===== src/rtl/burst_addr_pkg.sv =====
package burst_addr_pkg;

    // Beat ordering captured with each load.
    typedef enum logic {
        ORDER_XOR  = 1'b0,
        ORDER_WRAP = 1'b1
    } order_e;

endpackage


===== src/rtl/burst_beat_cnt.sv =====
module burst_beat_cnt #(
    parameter int BEAT_W = 2
) (
    input  logic              clk,
    input  logic              rst_n,
    input  logic              load,
    input  logic              adv_n,
    output logic [BEAT_W-1:0] beat
);

    typedef struct packed {
        logic [BEAT_W-1:0] cnt;
    } cnt_state_t;

    cnt_state_t st_d, st_q;

    // Load has priority; an advance steps the count and wraps naturally.
    always_comb begin
        st_d = st_q;
        if (load) begin
            st_d.cnt = '0;
        end else if (!adv_n) begin
            st_d.cnt = st_q.cnt + 1'b1;
        end
    end

    always_ff @(posedge clk) begin
        if (!rst_n) begin
            st_q <= '0;
        end else begin
            st_q <= st_d;
        end
    end

    assign beat = st_q.cnt;

endmodule


===== src/rtl/burst_order_map.sv =====
module burst_order_map
    import burst_addr_pkg::*;
#(
    parameter int BEAT_W = 2
) (
    input  logic [BEAT_W-1:0] start_low,
    input  logic [BEAT_W-1:0] beat,
    input  order_e            order,
    output logic [BEAT_W-1:0] low_out
);

    logic [BEAT_W-1:0] wrap_low;
    logic [BEAT_W-1:0] xor_low;

    // Linear order: add inside the aligned block, carry discarded.
    assign wrap_low = start_low + beat;

    // Interleaved order: each bit flips independently.
    for (genvar i = 0; i < BEAT_W; i++) begin : g_xor_bit
        assign xor_low[i] = start_low[i] ^ beat[i];
    end

    always_comb begin
        unique case (order)
            ORDER_WRAP: low_out = wrap_low;
            default:    low_out = xor_low;
        endcase
    end

endmodule


===== src/rtl/burst_addr_gen.sv =====
module burst_addr_gen
    import burst_addr_pkg::*;
#(
    parameter int ADDR_W = 17,
    parameter int BEAT_W = 2
) (
    input  logic              clk,
    input  logic              rst_n,
    input  logic              load,
    input  logic              adv_n,
    input  logic              ord_lin,
    input  logic [ADDR_W-1:0] addr_in,
    output logic [ADDR_W-1:0] addr_out,
    output logic [BEAT_W-1:0] beat
);

    localparam int UPPER_W = ADDR_W - BEAT_W;

    typedef struct packed {
        logic [UPPER_W-1:0] upper;
        logic [BEAT_W-1:0]  start_low;
        order_e             order;
    } base_state_t;

    base_state_t st_d, st_q;
    logic [BEAT_W-1:0] low_bits;

    // Base address and order change only on a load.
    always_comb begin
        st_d = st_q;
        if (load) begin
            st_d.upper     = addr_in[ADDR_W-1:BEAT_W];
            st_d.start_low = addr_in[BEAT_W-1:0];
            st_d.order     = order_e'(ord_lin);
        end
    end

    always_ff @(posedge clk) begin
        if (!rst_n) begin
            st_q.upper     <= '0;
            st_q.start_low <= '0;
            st_q.order     <= ORDER_WRAP;
        end else begin
            st_q <= st_d;
        end
    end

    burst_beat_cnt #(
        .BEAT_W (BEAT_W)
    ) u_cnt (
        .clk   (clk),
        .rst_n (rst_n),
        .load  (load),
        .adv_n (adv_n),
        .beat  (beat)
    );

    burst_order_map #(
        .BEAT_W (BEAT_W)
    ) u_map (
        .start_low (st_q.start_low),
        .beat      (beat),
        .order     (st_q.order),
        .low_out   (low_bits)
    );

    assign addr_out = {st_q.upper, low_bits};

endmodule


===== config.mk =====
export PLATFORM = sky130hd
export DESIGN_NAME = burst_addr_gen
export DESIGN_NICKNAME = d
export VERILOG_FILES = /design/src/rtl/burst_addr_pkg.sv /design/src/rtl/burst_beat_cnt.sv /design/src/rtl/burst_order_map.sv /design/src/rtl/burst_addr_gen.sv
export SDC_FILE = /design/constraint.sdc
export NUM_CORES = 1
export LEC_CHECK = 0
export ABC_AREA = 1
export BUFFER_PORTS_ARGS = -buffer_cell sky130_fd_sc_hd__buf_4
export CAP_MARGIN = 30
export CORE_ASPECT_RATIO = 1.75
export CORE_MARGIN = 1.5
export CORE_UTILIZATION = 35
export DETAILED_ROUTE_END_ITERATION = 16
export MAX_ROUTING_LAYER = met4
export PLACE_DENSITY_LB_ADDON = 0.25
export SYNTH_ARGS = -nofsm -noshare
export SYNTH_HDL_FRONTEND = slang
export SYNTH_SLANG_ARGS = --single-unit

===== constraint.sdc =====
create_clock -name clk -period 2.4 [get_ports clk]
set_input_delay 0.36 -clock clk [delete_from_list [all_inputs] [get_ports clk]]
set_output_delay 0.36 -clock clk [all_outputs]
set_load 0.03 [all_outputs]

==> impl_metrics.csv, run 1 <==
group,metric,value,unit
sta,final.setup.tns,0,ns
power_and_ir_drop,pwr_density_cell,651.1,nW/µm²
min_path,whs_path_depth,3,
critical_path,worstPathArrival,1.21,ns
critical_path,reg2reg_depth,5,
critical_path,worst-setup-path-type,"flop to output port",
clocking,clock_insertion_delay_worst_skew,0.25,ns
global_routing,maximum_number_of_pins_on_one_net_before_global_route_repair,21,
clocking,clock-sinks,20,
min_path,worst_hold_path.endpoint,"addr_out[9]",
clocking,cts_tree,"yes",
sta,max_freq,637.3,MHz
global_routing,grt.total_usage,0.1391,
synth,yosysWarningCount,0,
min_path,holdCritStartpoint,"addr_in[9]",
synth,yosysMostFrequentCell,"nor2_1",
sta,final_max_slew_viol_count,0,
sta,worst_hold_slack,0.3279,ns
route,firstDrtPassIters,4,
synth,post_synth.cell_area_avg,7.707,µm²
sta,grt_setup_unrepaired,"false",
route,detail_route.iter0.violations,14,
clocking,cts_resized,0,
clocking,cts-hold-fix-buffers,0,
floorplan,die_w,41.70,µm
critical_path,timing.critical_path.required,2.04,ns
floorplan,std_cell_core_area,2492,µm²
power_and_ir_drop,ir_drop,0.3718,mV
sta,fin_skew,0.0003913,ns
sta,final_min_period_over_clock_period,0.6538,
layout,layout.nets,166,
global_routing,first_global_vias,763,
min_path,min-delay-path-class,"input port to flop",
layout,multi_input_comb_area,317.8,µm²
synth,synth_fp_nets,142,
power_and_ir_drop,cellLeakagePower,0.5628,nW
synth,synth_async_sr_flop_share,0,
critical_path,setup.worst_path.end_class,"output port",
synth,netlist.area_leader.share,0.4366,
clocking,htree_levels,1,
route,detail_route.wirelength,1.736,mm
route,ant_nets,0,
global_routing,initial_antenna_violation_count,0,
synth,synth.largest_area_cell,"dfxtp_1",
sta,timing.final.ws_setup,0.8309,ns
place,placement.cell_area,1080,µm²
synth,synth_cell_type_count,16,
route,route.detailed.wl_per_inst,10.40,µm
synth,dominantRegCellSynth,"dfxtp_1",
clocking,clk_transition_reported_paths,0.07,ns
layout,seqCellArea,400.4,µm²
global_routing,grt_first_pass_wirelength,3.201,mm
route,vias,754,
synth,netlist_instances,119,
layout,area_growth_from_synthesis_to_final_layout,22.24,%
global_routing,globalRoute.totalOverflow,0,
clocking,clock_tree.buffer_depth,2,
place,dpl_worst_slack,1.095,ns
sta,maxSlewHeadroom,0.8440,
place,dp_cells,164,
place,globalplace.congestion,0.7320,
layout,num-fill-cells,256,
critical_path,crit_path_max_fanout,3,
synth,synth.cell_area,917.1,µm²
job,reported_max_cap_violation_count,0,
synth,synth-edff-count,0,
sta,final.min_clock_period,1.569,ns
route,post-route-drc-count,0,
layout,insertedDiodeCount,0,
clocking,ctsRootBufferMaster,"clkbuf_8",
floorplan,chipHeight,70.72,µm
critical_path,setup.worst_path.start_class,"flop",
floorplan,start_util,0.3680,
clocking,cts.repair_timing.setup_buffer_count,0,
critical_path,critical_path.reg2reg.startpoint,"u_cnt.beat[0]",
layout,final_std_cell_area_no_fill,1121,µm²
synth,synth_seq_cells,20,
synth,ys_top_cells_by_count,"nor2_1 (36), dfxtp_1 (20), buf_4 (16), nand2_1 (11)",
layout,drive_gt1_frac,0.3404,
floorplan,number_of_ports_placed_on_the_die_boundary,41,
floorplan,core.rowCount,24,
sta,setup_violations,0,
sta,max_slew.worst_pin.slew,0.2332,ns
clocking,tritoncts.num_buffers,3,
floorplan,dieArea,2948,µm²
layout,instances_no_fill,167,
place,place.port_buffers,40,
route,detail_route.vias_per_cell,4.515,
critical_path,setup.reg_to_reg.worst_slack,1.50,ns
run_status,status,"finished clean",
synth,synth_area_leaders,"dfxtp_1 (44%), nor2_1 (15%), buf_4 (13%), buf_6 (4.9%), nand2_1 (4.5%)",
place,detailedPlacementHpwl,1.222,mm
synth,share_of_the_yosys_chip_area_belonging_to_registers,0.4366,
sta,hold_viol,0,
critical_path,reg2reg_to,"u_cnt.beat[1]",
-- cells by family after synthesis --
kind of cell / share of synthesized area
buffers and inverters: 0.2169
AO/OA/AOI/OAI: 0.1064
flip-flops: 0.4366
adder cells (fa/ha/maj): 0.01364
AND/OR/NAND/NOR: 0.2265
-- worst max path at each step --
stage | start | to | cells after the start
6_report | u_cnt.beat[0] | addr_out[1] | 7
5_1_grt | u_cnt.beat[0] | addr_out[1] | 7
4_1_cts | u_cnt.beat[0] | addr_out[1] | 7
3_5_place_dp | u_cnt.beat[0] | addr_out[1] | 7
3_3_place_gp | u_cnt.beat[0] | addr_out[1] | 7
2_1_floorplan | u_cnt.beat[0] | addr_out[1] | 5
-- final cells by class --
| cell class | count | area share |
|---|---|---|
| clock buffer | 3 | 0.03683 |
| inverter | 7 | 0.02567 |
| multi-input combinational | 71 | 0.2835 |
| sequential | 20 | 0.3571 |
| tap | 26 | 0.02902 |
| timing repair buffer | 40 | 0.2679 |
-- per-layer routing --
layer / up-vias / track usage / wire, µm
li1: 399 / - / -
met5: - / - / 0
met3: 2 / 0.01531 / 111
met1: 321 / 0.1698 / 770
met2: 32 / 0.2205 / 835
met4: 0 / 0.07527 / 18
-- layout by cell type, fill, tap and decap left out --
| cell | netlist | layout |
|---|---|---|
| ha_1 | 1 | 1 |
| nand3_2 | 1 | 1 |
| o21ai_2 | 1 | 1 |
| a21oi_2 | 1 | 1 |
| o21ai_0 | 8 | 8 |
| o21ai_1 | 8 | 8 |
| nor2_1 | 36 | 36 |
| inv_4 | 1 | 1 |
| inv_1 | 6 | 6 |
| buf_4 | 16 | 40 |
| nand2_1 | 11 | 11 |
| nor2_2 | 1 | 1 |
| nand3_1 | 3 | 3 |
| clkbuf_8 | 0 | 3 |
| dfxtp_1 | 20 | 20 |
-- worst max-delay path, cell delays in order, from the launching register on --
cell and delay (ns):
dfxtp_1 0.33, ha_1 0.19, nand2_1 0.08, inv_1 0.04, nand3_1 0.07, nand2_1 0.05, inv_1 0.04, buf_4 0.14
-- stage by stage --
| step | utilization | power [mW] |
|---|---|---|
| 2_1_floorplan | - | 0.4924 |
| 3_3_place_gp | 0.4332 | 0.5262 |
| 3_5_place_dp | 0.4332 | 0.5298 |
| 4_1_cts | 0.4498 | 0.7474 |
| 5_1_grt | 0.4498 | 0.7745 |
| 6_report | 0.4498 | 0.7299 |
-- state kept, by name (all words and copies together), names as in the netlist --
| signal | flops |
|---|---|
| u_cnt.beat | 2 |
| st_q | 3 |
| addr_out | 15 |
-- power breakdown --
group / leakage, nW / switching, mW / internal (mW)
combinational: 0.375 / 0.0894 / 0.0653
clock: 0.0216 / 0.0982 / 0.111
sequential: 0.166 / 0.0115 / 0.354
Note: power is estimated with default switching activity, not from simulation.
==> run 2, diff against run 1 <==
==> constraint.sdc (replaced) <==
create_clock -name clk -period 1.4 [get_ports clk]
set_input_delay 0.21 -clock clk [delete_from_list [all_inputs] [get_ports clk]]
set_output_delay 0.21 -clock clk [all_outputs]
set_load 0.03 [all_outputs]
==> run 2 against run 1 <==
Effect of this change:
- via count up 0.66%
- sequential power is 72% higher
- clock skew hardly changed
- critical path type unchanged
- critical endpoint unchanged
==> impl_metrics.csv, run 2 (synthesis gave the netlist of run 1 again) <==
group,metric,value,unit
clocking,tritoncts.num_buffers,3,
sta,hold_viol,0,
sta,final_min_period_over_clock_period,0.9472,
clocking,ctsRootBufferMaster,"clkbuf_8",
layout,instances_no_fill,168,
global_routing,initial_antenna_violation_count,0,
layout,seqCellArea,404.1,µm²
route,detail_route.wirelength,1.793,mm
place,globalplace.congestion,0.7320,
sta,final.setup.tns,0,ns
place,dp_cells,164,
clocking,clock-sinks,20,
route,ant_nets,0,
layout,final_std_cell_area_no_fill,1169,µm²
route,vias,759,
critical_path,worstPathArrival,1.12,ns
floorplan,std_cell_core_area,2492,µm²
floorplan,chipHeight,70.72,µm
place,placement.cell_area,1080,µm²
critical_path,timing.critical_path.required,1.19,ns
clocking,cts_tree,"yes",
critical_path,setup.worst_path.start_class,"flop",
layout,insertedDiodeCount,0,
floorplan,start_util,0.3680,
layout,final_cell_mix,"buf_4 (40), nor2_1 (36), dfxtp_1 (17), nand2_1 (9)",
job,reported_max_cap_violation_count,0,
floorplan,dieArea,2948,µm²
floorplan,core.rowCount,24,
sta,timing.final.ws_setup,0.07388,ns
sta,max_slew.worst_pin.slew,0.2323,ns
layout,mostFrequentLayoutCell,"buf_4",
global_routing,grt_first_pass_wirelength,3.222,mm
power_and_ir_drop,ir_drop,0.6415,mV
layout,layout.nets,167,
place,detailedPlacementHpwl,1.222,mm
clocking,clock_tree.buffer_depth,2,
global_routing,first_global_vias,767,
sta,max_freq,754.1,MHz
global_routing,grt.total_usage,0.1396,
route,post-route-drc-count,0,
clocking,clock_insertion_delay_worst_skew,0.25,ns
sta,setup_violations,0,
route,detail_route.iter0.violations,13,
layout,largest_register_ff_count,15,
clocking,clk_transition_reported_paths,0.07,ns
sta,fin_skew,0.0003919,ns
clocking,htree_levels,1,
layout,drive_gt1_frac,0.4085,
power_and_ir_drop,post-layout-total-power,1.264,mW
sta,final.min_clock_period,1.326,ns
power_and_ir_drop,pwr_density_cell,1082,nW/µm²
layout,multi_input_comb_area,350.3,µm²
layout,num-fill-cells,256,
critical_path,setup.worst_path.end_class,"output port",
route,firstDrtPassIters,4,
power_and_ir_drop,cellLeakagePower,0.5768,nW
critical_path,crit_path_max_fanout,2,
route,route.detailed.wl_per_inst,10.67,µm
global_routing,globalRoute.totalOverflow,0,
place,place.port_buffers,40,
layout,area_growth_from_synthesis_to_final_layout,27.42,%
sta,final_max_slew_viol_count,0,
floorplan,die_w,41.70,µm
min_path,min-delay-path-class,"input port to flop",
run_status,status,"finished clean",
sta,grt_setup_unrepaired,"false",
floorplan,number_of_ports_placed_on_the_die_boundary,41,
critical_path,worst-setup-path-type,"flop to output port",
sta,maxSlewHeadroom,0.8446,
global_routing,maximum_number_of_pins_on_one_net_before_global_route_repair,21,
place,dpl_worst_slack,0.2452,ns
route,detail_route.vias_per_cell,4.518,
run 2: timing repair:
action | in CTS | in global routing
gates resized for setup | 3 | 9
pin swaps | 2 | 3
hold buffers | 0 | 0
hold endpoints to repair | 0 | 0
endpoints found under the setup margin | 1 | 1
setup buffers | 1 | 0
run 2: final cells by class:
type                       instances  share of cell area
sequential                        20              0.3458
multi-input combinational         71              0.2998
inverter                           7             0.02463
timing repair buffer              41              0.2666
tap                               26             0.02784
clock buffer                       3             0.03533
run 2: worst paths after layout:
path | slack [ns] | cells after the start | endpoint | start
min reg2reg | 0.49 | 2 | addr_out[2] | addr_out[2]
min | 0.18 | 3 | addr_out[9] | addr_in[9]
max reg2reg | 0.43 | 6 | u_cnt.beat[1] | u_cnt.beat[0]
max | 0.07 | 7 | addr_out[1] | st_q[1]
run 2: power by group:
part,internal [mW],switching (mW)
clock network,0.191,0.168
logic,0.118,0.157
registers,0.608,0.0221
run 2: critical path, cell delays in order, from the launching register on:
cell and delay [ns]:
dfxtp_2 0.36, ha_4 0.14, nand2_4 0.05, inv_2 0.05, nand3_2 0.05, nand2_2 0.06, inv_1 0.04, buf_6 0.13
run 2: routing by layer:
metal / part of all wire / global-route usage / up-vias / wire, µm
met5: 0 / - / - / 0
met4: 0.010 / 0.07527 / 0 / 18
met3: 0.062 / 0.01531 / 2 / 111
met2: 0.49 / 0.2222 / 32 / 873
met1: 0.44 / 0.1698 / 324 / 790
li1: - / - / 401 / -
run 2: metrics by stage:
step | util | hold WS [ns]
after floorplan | - | 0.3363
after global placement | 0.4332 | 0.4313
after detailed placement | 0.4332 | 0.4381
after CTS | 0.4558 | 0.1700
after global routing | 0.4689 | 0.1786
final | 0.4689 | 0.1779
==> run 3, diff against run 2 <==
--- a/config.mk
+++ b/config.mk
@@ -8,9 +8,8 @@
 export ABC_AREA = 1
 export BUFFER_PORTS_ARGS = -buffer_cell sky130_fd_sc_hd__buf_4
 export CAP_MARGIN = 30
-export CORE_ASPECT_RATIO = 1.75
 export CORE_MARGIN = 1.5
-export CORE_UTILIZATION = 35
+export CORE_UTILIZATION = 41
 export DETAILED_ROUTE_END_ITERATION = 16
 export MAX_ROUTING_LAYER = met4
 export PLACE_DENSITY_LB_ADDON = 0.25
==> run 3 against run 2 <==
Effect of this change:
- sequential power about the same
- hold slack got worse by 0.052 ns
- clock power decreased by 8.9%
- non-clock buffer count unchanged
- clock skew increased by 0.0026 ns
- highest routed layer unchanged
- global-route usage increased by 2.0 points
==> impl_metrics.csv, run 3 (synthesis gave the netlist of run 1 again) <==
group,metric,value,unit
critical_path,critical_path_slowest_stage_cell,"dfxtp_2",
global_routing,grt.total_usage,0.1594,
layout,mostFrequentLayoutCell,"buf_4",
sta,final.setup.tns,0,ns
layout,area_growth_from_synthesis_to_final_layout,26.19,%
place,globalplace.congestion,0.6606,
critical_path,crit_path_max_fanout,2,
global_routing,maximum_number_of_pins_on_one_net_before_global_route_repair,21,
floorplan,std_cell_core_area,2042,µm²
power_and_ir_drop,pwr_density_cell,1064,nW/µm²
layout,instances_no_fill,170,
critical_path,setup.worst_path.start_class,"flop",
layout,largest_register_ff_count,15,
critical_path,reg2reg_depth,6,
place,detailedPlacementHpwl,1.239,mm
floorplan,dieArea,2530,µm²
min_path,min-delay-path-class,"input port to flop",
route,detail_route.wirelength,1.793,mm
floorplan,start_util,0.4491,
sta,hold_viol,0,
min_path,whs_path_depth,3,
sta,worst_hold_slack,0.1262,ns
layout,num-fill-cells,214,
clocking,clock_tree.buffer_depth,2,
critical_path,timing.critical_path.slowest_cell_delay,0.35,ns
sta,final_min_period_over_clock_period,0.9929,
place,place.port_buffers,40,
critical_path,critical_path.reg2reg.startpoint,"u_cnt.beat[0]",
layout,insertedDiodeCount,0,
layout,layout.nets,167,
critical_path,setup.reg_to_reg.worst_slack,0.45,ns
min_path,holdCritStartpoint,"addr_in[3]",
global_routing,grt_first_pass_wirelength,3.042,mm
run_status,status,"finished clean",
floorplan,number_of_ports_placed_on_the_die_boundary,41,
sta,final.min_clock_period,1.390,ns
critical_path,reg2reg_to,"u_cnt.beat[1]",
sta,max_slew.worst_pin.slew,0.2144,ns
route,post-route-drc-count,0,
clocking,cts_tree,"yes",
clocking,clock_insertion_delay_worst_skew,0.29,ns
floorplan,chipHeight,50.30,µm
job,reported_max_cap_violation_count,0,
power_and_ir_drop,post-layout-total-power,1.231,mW
global_routing,first_global_vias,758,
floorplan,die_w,50.30,µm
critical_path,setup.worst_path.end_class,"output port",
sta,fin_skew,0.002995,ns
route,firstDrtPassIters,2,
route,vias,785,
clocking,tritoncts.num_buffers,3,
layout,drive_gt1_frac,0.3986,
route,route.detailed.wl_per_inst,10.55,µm
min_path,worst_hold_path.endpoint,"addr_out[3]",
clocking,clock-sinks,20,
sta,final_max_slew_viol_count,0,
sta,max_freq,719.4,MHz
critical_path,timing.critical_path.required,1.19,ns
clocking,cts-hold-fix-buffers,0,
route,ant_nets,0,
power_and_ir_drop,ir_drop,0.6611,mV
layout,seqCellArea,404.1,µm²
place,dp_cells,165,
global_routing,initial_antenna_violation_count,0,
route,detail_route.vias_per_cell,4.618,
critical_path,crit_path_cell_trace,"ha_4, nand2_4, nand3_1, nand2_1, inv_1, buf_6",
clocking,clk_transition_reported_paths,0.11,ns
global_routing,globalRoute.totalOverflow,0,
critical_path,crit_start,"st_q[1]",
critical_path,worst-setup-path-type,"flop to output port",
layout,final_cell_mix,"buf_4 (40), nor2_1 (36), dfxtp_1 (17), nand2_1 (10)",
sta,setup_violations,0,
clocking,htree_levels,1,
layout,multi_input_comb_area,342.8,µm²
sta,maxSlewHeadroom,0.8570,
sta,grt_setup_unrepaired,"true",
critical_path,path_buf_inv,2,
critical_path,worstPathArrival,1.18,ns
critical_path,critical-path-top-delay-family,"flip-flops",
clocking,ctsRootBufferMaster,"clkbuf_4",
route,detail_route.iter0.violations,1,
power_and_ir_drop,cellLeakagePower,0.5707,nW
floorplan,core.rowCount,16,
==> run 3: power by group <==
| part | internal [mW] | total [mW] | switching (mW) |
|---|---|---|---|
| combinational | 0.118 | 0.274 | 0.156 |
| sequential | 0.608 | 0.631 | 0.0231 |
| clock | 0.159 | 0.327 | 0.168 |
| total | 0.884 | 1.23 | 0.347 |
==> run 3: how the worst max path moves through the flow <==
| stage | end | slack (ns) | cells past startpoint |
|---|---|---|---|
| 4_1_cts | addr_out[1] | -0.03 | 7 |
| 6_report | addr_out[1] | 0.01 | 6 |
| 5_1_grt | addr_out[1] | -0.06 | 7 |
| 3_5_place_dp | addr_out[1] | 0.26 | 7 |
| 2_1_floorplan | addr_out[1] | 0.12 | 5 |
| 3_3_place_gp | addr_out[1] | 0.29 | 7 |
==> run 3: through the flow <==
step | utilization | setup WS, ns | area [µm²]
5_1_grt | 0.5668 | -0.06404 | 1157
2_1_floorplan | - | 0.1203 | 917.1
4_1_cts | 0.5564 | -0.02807 | 1136
3_3_place_gp | 0.5294 | 0.2936 | 1081
6_report | 0.5668 | 0.009941 | 1157
3_5_place_dp | 0.5294 | 0.2577 | 1081
==> run 3: final cells by class <==
type | count | share of cell area
clock buffer | 4 | 0.03135
sequential | 20 | 0.3492
multi-input combinational | 71 | 0.2962
tap | 27 | 0.02919
inverter | 7 | 0.02486
timing repair buffer | 41 | 0.2692
==> run 3: metal layers <==
| layer | vias up | track usage | wire (µm) |
|---|---|---|---|
| li1 | 401 | - | - |
| met1 | 359 | 0.1735 | 797 |
| met2 | 21 | 0.2851 | 903 |
| met3 | 4 | 0.02679 | 68 |
| met4 | 0 | 0.06757 | 24 |
| met5 | - | - | 0 |
==> run 3: tightest hold or removal path, stage by stage <==
cell and delay [ns]:
buf_4 0.08, nor2_1 0.03, nor2_1 0.08
==> run 3: timing repair <==
| item | in CTS | in global routing |
|---|---|---|
| cloned | 0 | 0 |
| resized for setup | 5 | 5 |
| pin swaps | 4 | 2 |
| buffers inserted | 1 | 0 |
| endpoints found under the setup margin | 1 | 1 |
